**config.mk**
```make
export PLATFORM = sky130hd
export DESIGN_NAME = cfg_write_guard
export DESIGN_NICKNAME = d
export VERILOG_FILES = /design/src/rtl/cwg_pkg.sv /design/src/rtl/cwg_match.sv /design/src/rtl/cwg_mode_reg.sv /design/src/rtl/cwg_viol_log.sv /design/src/rtl/cfg_write_guard.sv
export SDC_FILE = /design/constraint.sdc
export NUM_CORES = 1
export LEC_CHECK = 0
export ABC_AREA = 1
export CAP_MARGIN = 20
export CORE_AREA = 2 2 58 60
export CTS_CLUSTER_SIZE = 14
export DETAILED_ROUTE_END_ITERATION = 8
export DIE_AREA = 0 0 60 62
export DONT_BUFFER_PORTS = 1
export PLACE_DENSITY = 0.66
export SLEW_MARGIN = 30
export SYNTH_ARGS = -nofsm -noshare
export SYNTH_HDL_FRONTEND = slang
export SYNTH_SLANG_ARGS = --single-unit
```
**constraint.sdc**
```tcl
create_clock -name clk -period 1.3 [get_ports clk]
set_clock_uncertainty 0.15 [all_clocks]
set_input_delay 0.195 -clock clk [delete_from_list [all_inputs] [get_ports clk]]
set_output_delay 0.195 -clock clk [all_outputs]
set_load 0.05 [all_outputs]
```
**src/rtl/cwg_pkg.sv**
```systemverilog
package cwg_pkg;
   localparam int unsigned ADDR_W    = 16;
   localparam int unsigned DATA_W    = 32;
   localparam int unsigned KEY_W     = 24;
   localparam int unsigned KEY_LSB   = 8;
   localparam int unsigned SRC_W     = 16;
   localparam int unsigned SRC_LSB   = 8;
   localparam logic [ADDR_W-1:0] MODE_OFF = 16'h00E4;
   localparam logic [ADDR_W-1:0] STAT_OFF = 16'h00E8;
   localparam logic [KEY_W-1:0]  UNLOCK_KEY = 24'h535343;
   localparam int unsigned NUM_GUARDED = 5;
   localparam logic [NUM_GUARDED*ADDR_W-1:0] GUARDED_LIST =
      {16'h001C, 16'h0018, 16'h0014, 16'h0010, 16'h0004};
endpackage

```
**src/rtl/cwg_match.sv**
```systemverilog
module cwg_match #(
   parameter int unsigned ADDR_W = 16,
   parameter int unsigned NUM    = 5,
   parameter logic [NUM*ADDR_W-1:0] LIST = '0
) (
   input  logic [ADDR_W-1:0] addr,
   output logic              hit
);
   logic [NUM-1:0] eq;

   if (NUM == 0) begin : g_bad_num
      $error("cwg_match: NUM must be at least 1");
   end

   for (genvar i = 0; i < NUM; i++) begin : g_cmp
      assign eq[i] = (addr == LIST[i*ADDR_W +: ADDR_W]);
   end

   assign hit = |eq;
endmodule

```
**src/rtl/cwg_mode_reg.sv**
```systemverilog
module cwg_mode_reg #(
   parameter int unsigned DATA_W  = 32,
   parameter int unsigned KEY_W   = 24,
   parameter int unsigned KEY_LSB = 8,
   parameter logic [KEY_W-1:0] KEY = '0
) (
   input  logic              clk,
   input  logic              rst_n,
   input  logic              wr_sel,
   input  logic [DATA_W-1:0] wdata,
   output logic              prot_en
);
   localparam int unsigned KEY_MSB = KEY_LSB + KEY_W - 1;

   if (KEY_MSB >= DATA_W || KEY_LSB == 0) begin : g_bad_key
      $error("cwg_mode_reg: key field must fit above bit 0 of the data word");
   end

   logic key_ok;
   assign key_ok = (wdata[KEY_MSB:KEY_LSB] == KEY);

   always_ff @(posedge clk or negedge rst_n) begin
      if (!rst_n)
         prot_en <= 1'b0;
      else if (wr_sel && key_ok)
         prot_en <= wdata[0];
   end


   bad_key_hold_chk: assert property (@(posedge clk) disable iff (!rst_n)
      (wr_sel && !key_ok) |=> $stable(prot_en));


   good_key_load_chk: assert property (@(posedge clk) disable iff (!rst_n)
      (wr_sel && key_ok) |=> (prot_en == $past(wdata[0])));
endmodule

```
**src/rtl/cwg_viol_log.sv**
```systemverilog
module cwg_viol_log #(
   parameter int unsigned ADDR_W      = 16,
   parameter int unsigned SRC_W       = 16,
   parameter bit          KEEP_FIRST  = 1'b0
) (
   input  logic              clk,
   input  logic              rst_n,
   input  logic              blocked,
   input  logic [ADDR_W-1:0] addr,
   input  logic              clr,
   output logic              flag,
   output logic [SRC_W-1:0]  src
);
   logic [SRC_W-1:0] addr_fit;
   logic             load;

   if (ADDR_W >= SRC_W) begin : g_trunc
      assign addr_fit = addr[SRC_W-1:0];
   end else begin : g_pad
      assign addr_fit = {{(SRC_W-ADDR_W){1'b0}}, addr};
   end

   if (KEEP_FIRST) begin : g_first
      assign load = blocked && !flag;
   end else begin : g_last
      assign load = blocked;
   end

   always_ff @(posedge clk or negedge rst_n) begin
      if (!rst_n) begin
         flag <= 1'b0;
         src  <= '0;
      end else if (blocked) begin
         flag <= 1'b1;
         if (load) src <= addr_fit;
      end else if (clr) begin
         flag <= 1'b0;
         src  <= '0;
      end
   end


   blocked_sets_flag_chk: assert property (@(posedge clk) disable iff (!rst_n)
      blocked |=> flag);


   read_clears_chk: assert property (@(posedge clk) disable iff (!rst_n)
      (clr && !blocked) |=> (!flag && src == '0));
endmodule

```
**src/rtl/cfg_write_guard.sv**
```systemverilog
module cfg_write_guard
   import cwg_pkg::*;
#(
   parameter int unsigned A_W  = ADDR_W,
   parameter int unsigned D_W  = DATA_W,
   parameter int unsigned NG   = NUM_GUARDED,
   parameter logic [NG*A_W-1:0] GLIST = GUARDED_LIST,
   parameter logic [A_W-1:0] MODE_A = MODE_OFF,
   parameter logic [A_W-1:0] STAT_A = STAT_OFF,
   parameter logic [KEY_W-1:0] KEYV = UNLOCK_KEY,
   parameter bit KEEP_FIRST = 1'b0
) (
   input  logic           clk,
   input  logic           rst_n,
   input  logic [A_W-1:0] bus_addr,
   input  logic [D_W-1:0] bus_wdata,
   input  logic           bus_wr,
   input  logic           bus_rd,
   output logic [D_W-1:0] bus_rdata,
   output logic           wr_allow
);
   localparam int unsigned SRC_MSB = SRC_LSB + SRC_W - 1;

   if (SRC_MSB >= D_W) begin : g_bad_src
      $error("cfg_write_guard: source field exceeds data width");
   end

   logic             hit;
   logic             prot_en;
   logic             blocked;
   logic             flag;
   logic [SRC_W-1:0] src;
   logic             mode_sel;
   logic             stat_rd;
   logic [D_W-1:0]   rd_mux;

   cwg_match #(.ADDR_W(A_W), .NUM(NG), .LIST(GLIST)) u_match (
      .addr (bus_addr),
      .hit  (hit)
   );

   assign mode_sel = bus_wr && (bus_addr == MODE_A);

   cwg_mode_reg #(.DATA_W(D_W), .KEY_W(KEY_W), .KEY_LSB(KEY_LSB), .KEY(KEYV)) u_mode (
      .clk     (clk),
      .rst_n   (rst_n),
      .wr_sel  (mode_sel),
      .wdata   (bus_wdata),
      .prot_en (prot_en)
   );

   assign blocked  = bus_wr && prot_en && hit;
   assign wr_allow = bus_wr && !blocked;
   assign stat_rd  = bus_rd && (bus_addr == STAT_A);

   cwg_viol_log #(.ADDR_W(A_W), .SRC_W(SRC_W), .KEEP_FIRST(KEEP_FIRST)) u_log (
      .clk     (clk),
      .rst_n   (rst_n),
      .blocked (blocked),
      .addr    (bus_addr),
      .clr     (stat_rd),
      .flag    (flag),
      .src     (src)
   );

   always_comb begin
      rd_mux = '0;
      if (bus_addr == MODE_A) begin
         rd_mux[0] = prot_en;
      end else if (bus_addr == STAT_A) begin
         rd_mux[0] = flag;
         rd_mux[SRC_MSB:SRC_LSB] = src;
      end
   end

   always_ff @(posedge clk or negedge rst_n) begin
      if (!rst_n)
         bus_rdata <= '0;
      else if (bus_rd)
         bus_rdata <= rd_mux;
      else
         bus_rdata <= '0;
   end


   allow_needs_write_chk: assert property (@(posedge clk) disable iff (!rst_n)
      wr_allow |-> bus_wr);


   idle_read_zero_chk: assert property (@(posedge clk) disable iff (!rst_n)
      !bus_rd |=> (bus_rdata == '0));
endmodule

```
==> reports/metrics.csv <==
stage,metric,value,unit
status,outcome,"finished, violations left",
status,failing checks,setup timing,
critical_path,Slowest cell on crit path,dfrtp_1,
power,Seq pwr share,48.2,%
power,largest vdd supply drop,381,uV
min_path,worst hold path depth,5,
global_route,initial antenna violation count,0,
power,Logic pwr share,9.2,%
detailed_routing,drt drc,0,
synthesis,Syn Area/Cell,8.45,um2
critical_path,Crit Path Class,flop to output pin,
die,die area,3720,um2
detailed_routing,routed vias/inst,4.52,
critical_path,critical path data arrival time,1300,ps
synthesis,Compound-Gate Fraction of Synth Area,0.805,%
cells_and_area,"commonest non-fill, non-tap cell in the layout",nor2_1,
synthesis,Syn Inst Count,184,
detailed_routing,routed vias,1176,
critical_path,cell count of the worst reg-to-reg path,9,
global_route,vias in the first global route,1104,
power,P_leak,1.04,nW
cells_and_area,fin nets,265,
synthesis,Synth Area in Simple Gates,27.9,%
global_route,largest net degree at the start of global routing,36,
clock_network,clk root buf,clkbuf_4,
critical_path,CP Max Fanout,3,
critical_path,CP top delay family,flip-flops,
cells_and_area,fin util,62.5,%
cells_and_area,filler instances,270,
timing,Highest Clock Rate,608,MHz
timing,RSZ-0062 raised after global routing,true,
placed_design,dpl hpwl,1.93,mm
timing,Tcrit/Tclk final,127,%
synthesis,Ys Warns,0,
detailed_routing,"antenna viol nets, final",0,
placed_design,gpl congestion,0.773,
clock_network,maximum clock insertion buffer count,2,
synthesis,post-synth cell types,17,
detailed_routing,DRT Wirelength,2.99,mm
power,Psw,0.521,mW
placed_design,placed cell count,234,
run,max_cap viols,0,
die,Ports,85,
synthesis,sequential share of the synthesized area,56.3,%
cells_and_area,Antenna Cells,0,
detailed_routing,post-DR wirelength/cell,11.5,um
die,core area,3180,um2
global_route,first-pass GRT wire length,4.75,mm
critical_path,critical path cell sequence,"nand3_1, nor2_1, nand3_2, inv_2, nor2_4, buf_12",
synthesis,adder-cell share of the synthesized area,0,%
die,die height,62,um
global_route,global route overflow,0,
placed_design,Port Buf Inserts,0,
synthesis,Synth Area in XOR/XNOR,0,%
timing,Final Hold Vio Count,0,
critical_path,CP Launch Type,flop,
power,Int Power,1.74,mW
cells_and_area,"commonest non-fill, non-tap cells in the layout","nor2_1, nand2_1, inv_1",
synthesis,multiplexer share of the synthesized area,0,%
timing,max-slew violations,0,
die,Initial Util,48.9,%
timing,fin worst setup slack,-346,ps
synthesis,main combinational cell family by area after synthesis,simple AND/OR/NAND/NOR gates,
global_route,GR Util All Layers,17.8,%
synthesis,Synth Cell Area,1560,um2
detailed_routing,TritonRoute pass-1 iters,4,
cells_and_area,P&R area growth vs syn,27.7,%
clock_network,Num CTS Buffers,5,
critical_path,CP required,950,ps
power,switching share of power,23.1,%
clock_network,Clock transition at path regs,100,ps
clock_network,CTS Sinks,35,
die,# rows,21,
clock_network,CTS tree,yes,
clock_network,Worst-Skew Late Latency,340,ps
placed_design,Placed Area,1620,um2
power,Pwr Density,1140,nW/um2
timing,setup TNS,-3990,ps
timing,final setup violation count,18,
critical_path,element type at the critical path end,output pin,
die,Die W,60,um
timing,Tmin final,1650,ps
power,Clk pwr share,42.6,%
cells_and_area,ratio of cells with drive above 1 in the final layout,24.8,%
critical_path,"slowest stage delay, CP",370,ps
critical_path,Worst Path Buf+Inv,2,
min_path,Hold Path Class,input pin to flop,
synthesis,synthesized flop and latch total,35,
detailed_routing,violation count after the first detailed-route iteration,19,
critical_path,critical path depth,6,
cells_and_area,fin cells,260,
cells_and_area,design area,1990,um2
power,"Power, Total",2.26,mW
clock_network,htree depth,2,
==> synth_stat cells <==
master	n	area share, %
a21oi_1	1	0.32
buf_4	15	7.2
buf_6	1	0.72
clkinv_1	1	0.24
conb_1	1	0.24
dfrtp_1	35	56
inv_1	27	6.5
nand2_1	37	8.9
nand2_2	2	0.80
nand3_1	6	1.9
nand3_4	1	1.1
nand4_1	1	0.40
nor2_1	44	11
nor2_2	2	0.80
nor2_4	1	0.72
nor3_1	8	2.6
o21bai_1	1	0.48
==> tightest hold or removal path: cells and delay by family <==
kind	cells	cell delay (ps)
and+or+nand+nor	4	240
AOI/OAI and AO/OA	1	60
==> timing repair <==
item / 4_1_cts / 5_1_grt
gates cloned: 1 / 0
buffers inserted: 5 / 2
pin swaps: 5 / 4
hold buffers: 12 / 0
endpoints found under the setup margin: 21 / 35
hold endpoints to repair: 48 / 0
resized for setup: 24 / 7
==> per-stage QoR <==
step / hold slack [ps] / setup WS, ps
CTS: -4.39 / -377
finish: 25.7 / -346
detailed placement: -250 / -46.8
global route: 27.9 / -421
global placement: -250 / -31.4
floorplan: -251 / -19.1
==> cells by family (layout without fill, tap and decap cells) <==
logic type / count (synthesis) / in the layout
simple gates: 102 / 102
compound gates: 2 / 2
other cells: 1 / 15
buf+inv: 44 / 60
flops: 35 / 35
==> routing by layer <==
| metal | track usage, % | vias to the layer above | part of all wire [%] |
|---|---|---|---|
| li1 | - | 573 | - |
| met1 | 18.6 | 543 | 35 |
| met2 | 32.9 | 54 | 56 |
| met3 | 5.59 | 6 | 6.5 |
| met4 | 7.62 | 0 | 1.9 |
| met5 | 0 | - | 0 |
==> state kept, by name, indices dropped and copies added, names as in the netlist <==
signal / cells
bus_rdata: 17
u_log.flag: 1
u_log.src: 16
u_mode.prot_en: 1
==> area by class of cell <==
type | count | area [um2] | share of cell area, %
well taps | 46 | 57.6 | 2.90
multi-input cells | 119 | 547 | 27.5
clock inverters | 3 | 67.6 | 3.40
flip-flops and latches | 35 | 897 | 45.2
inverters | 28 | 108 | 5.42
clock buffers | 5 | 37.5 | 1.89
repair buffers | 24 | 272 | 13.7
==> final timing paths <==
| kind | from | slack (ps) | endpoint |
|---|---|---|---|
| setup reg to reg | u_mode.prot_en | -240 | u_log.src[14] |
| hold / removal | bus_addr[0] | 30 | bus_rdata[0] |
| hold reg to reg | u_log.src[2] | 340 | u_log.src[2] |
| max in group asynchronous | rst_n | 660 | bus_rdata[15] |
| setup / recovery | u_mode.prot_en | -350 | wr_allow |
| min in group asynchronous | rst_n | 150 | bus_rdata[13] |
==> power by group through the flow <==
| stage | Clock [mW] | Sequential (mW) | Combinational, mW |
|---|---|---|---|
| after floorplan | 0 | 1.11 | 0.171 |
| after global placement | 0 | 1.11 | 0.146 |
| after detailed placement | 0 | 1.11 | 0.148 |
| after CTS | 0.976 | 1.09 | 0.203 |
| after global routing | 1.05 | 1.09 | 0.223 |
| final | 0.963 | 1.09 | 0.208 |
No activity file was read; power rests on OpenSTA's default activity.
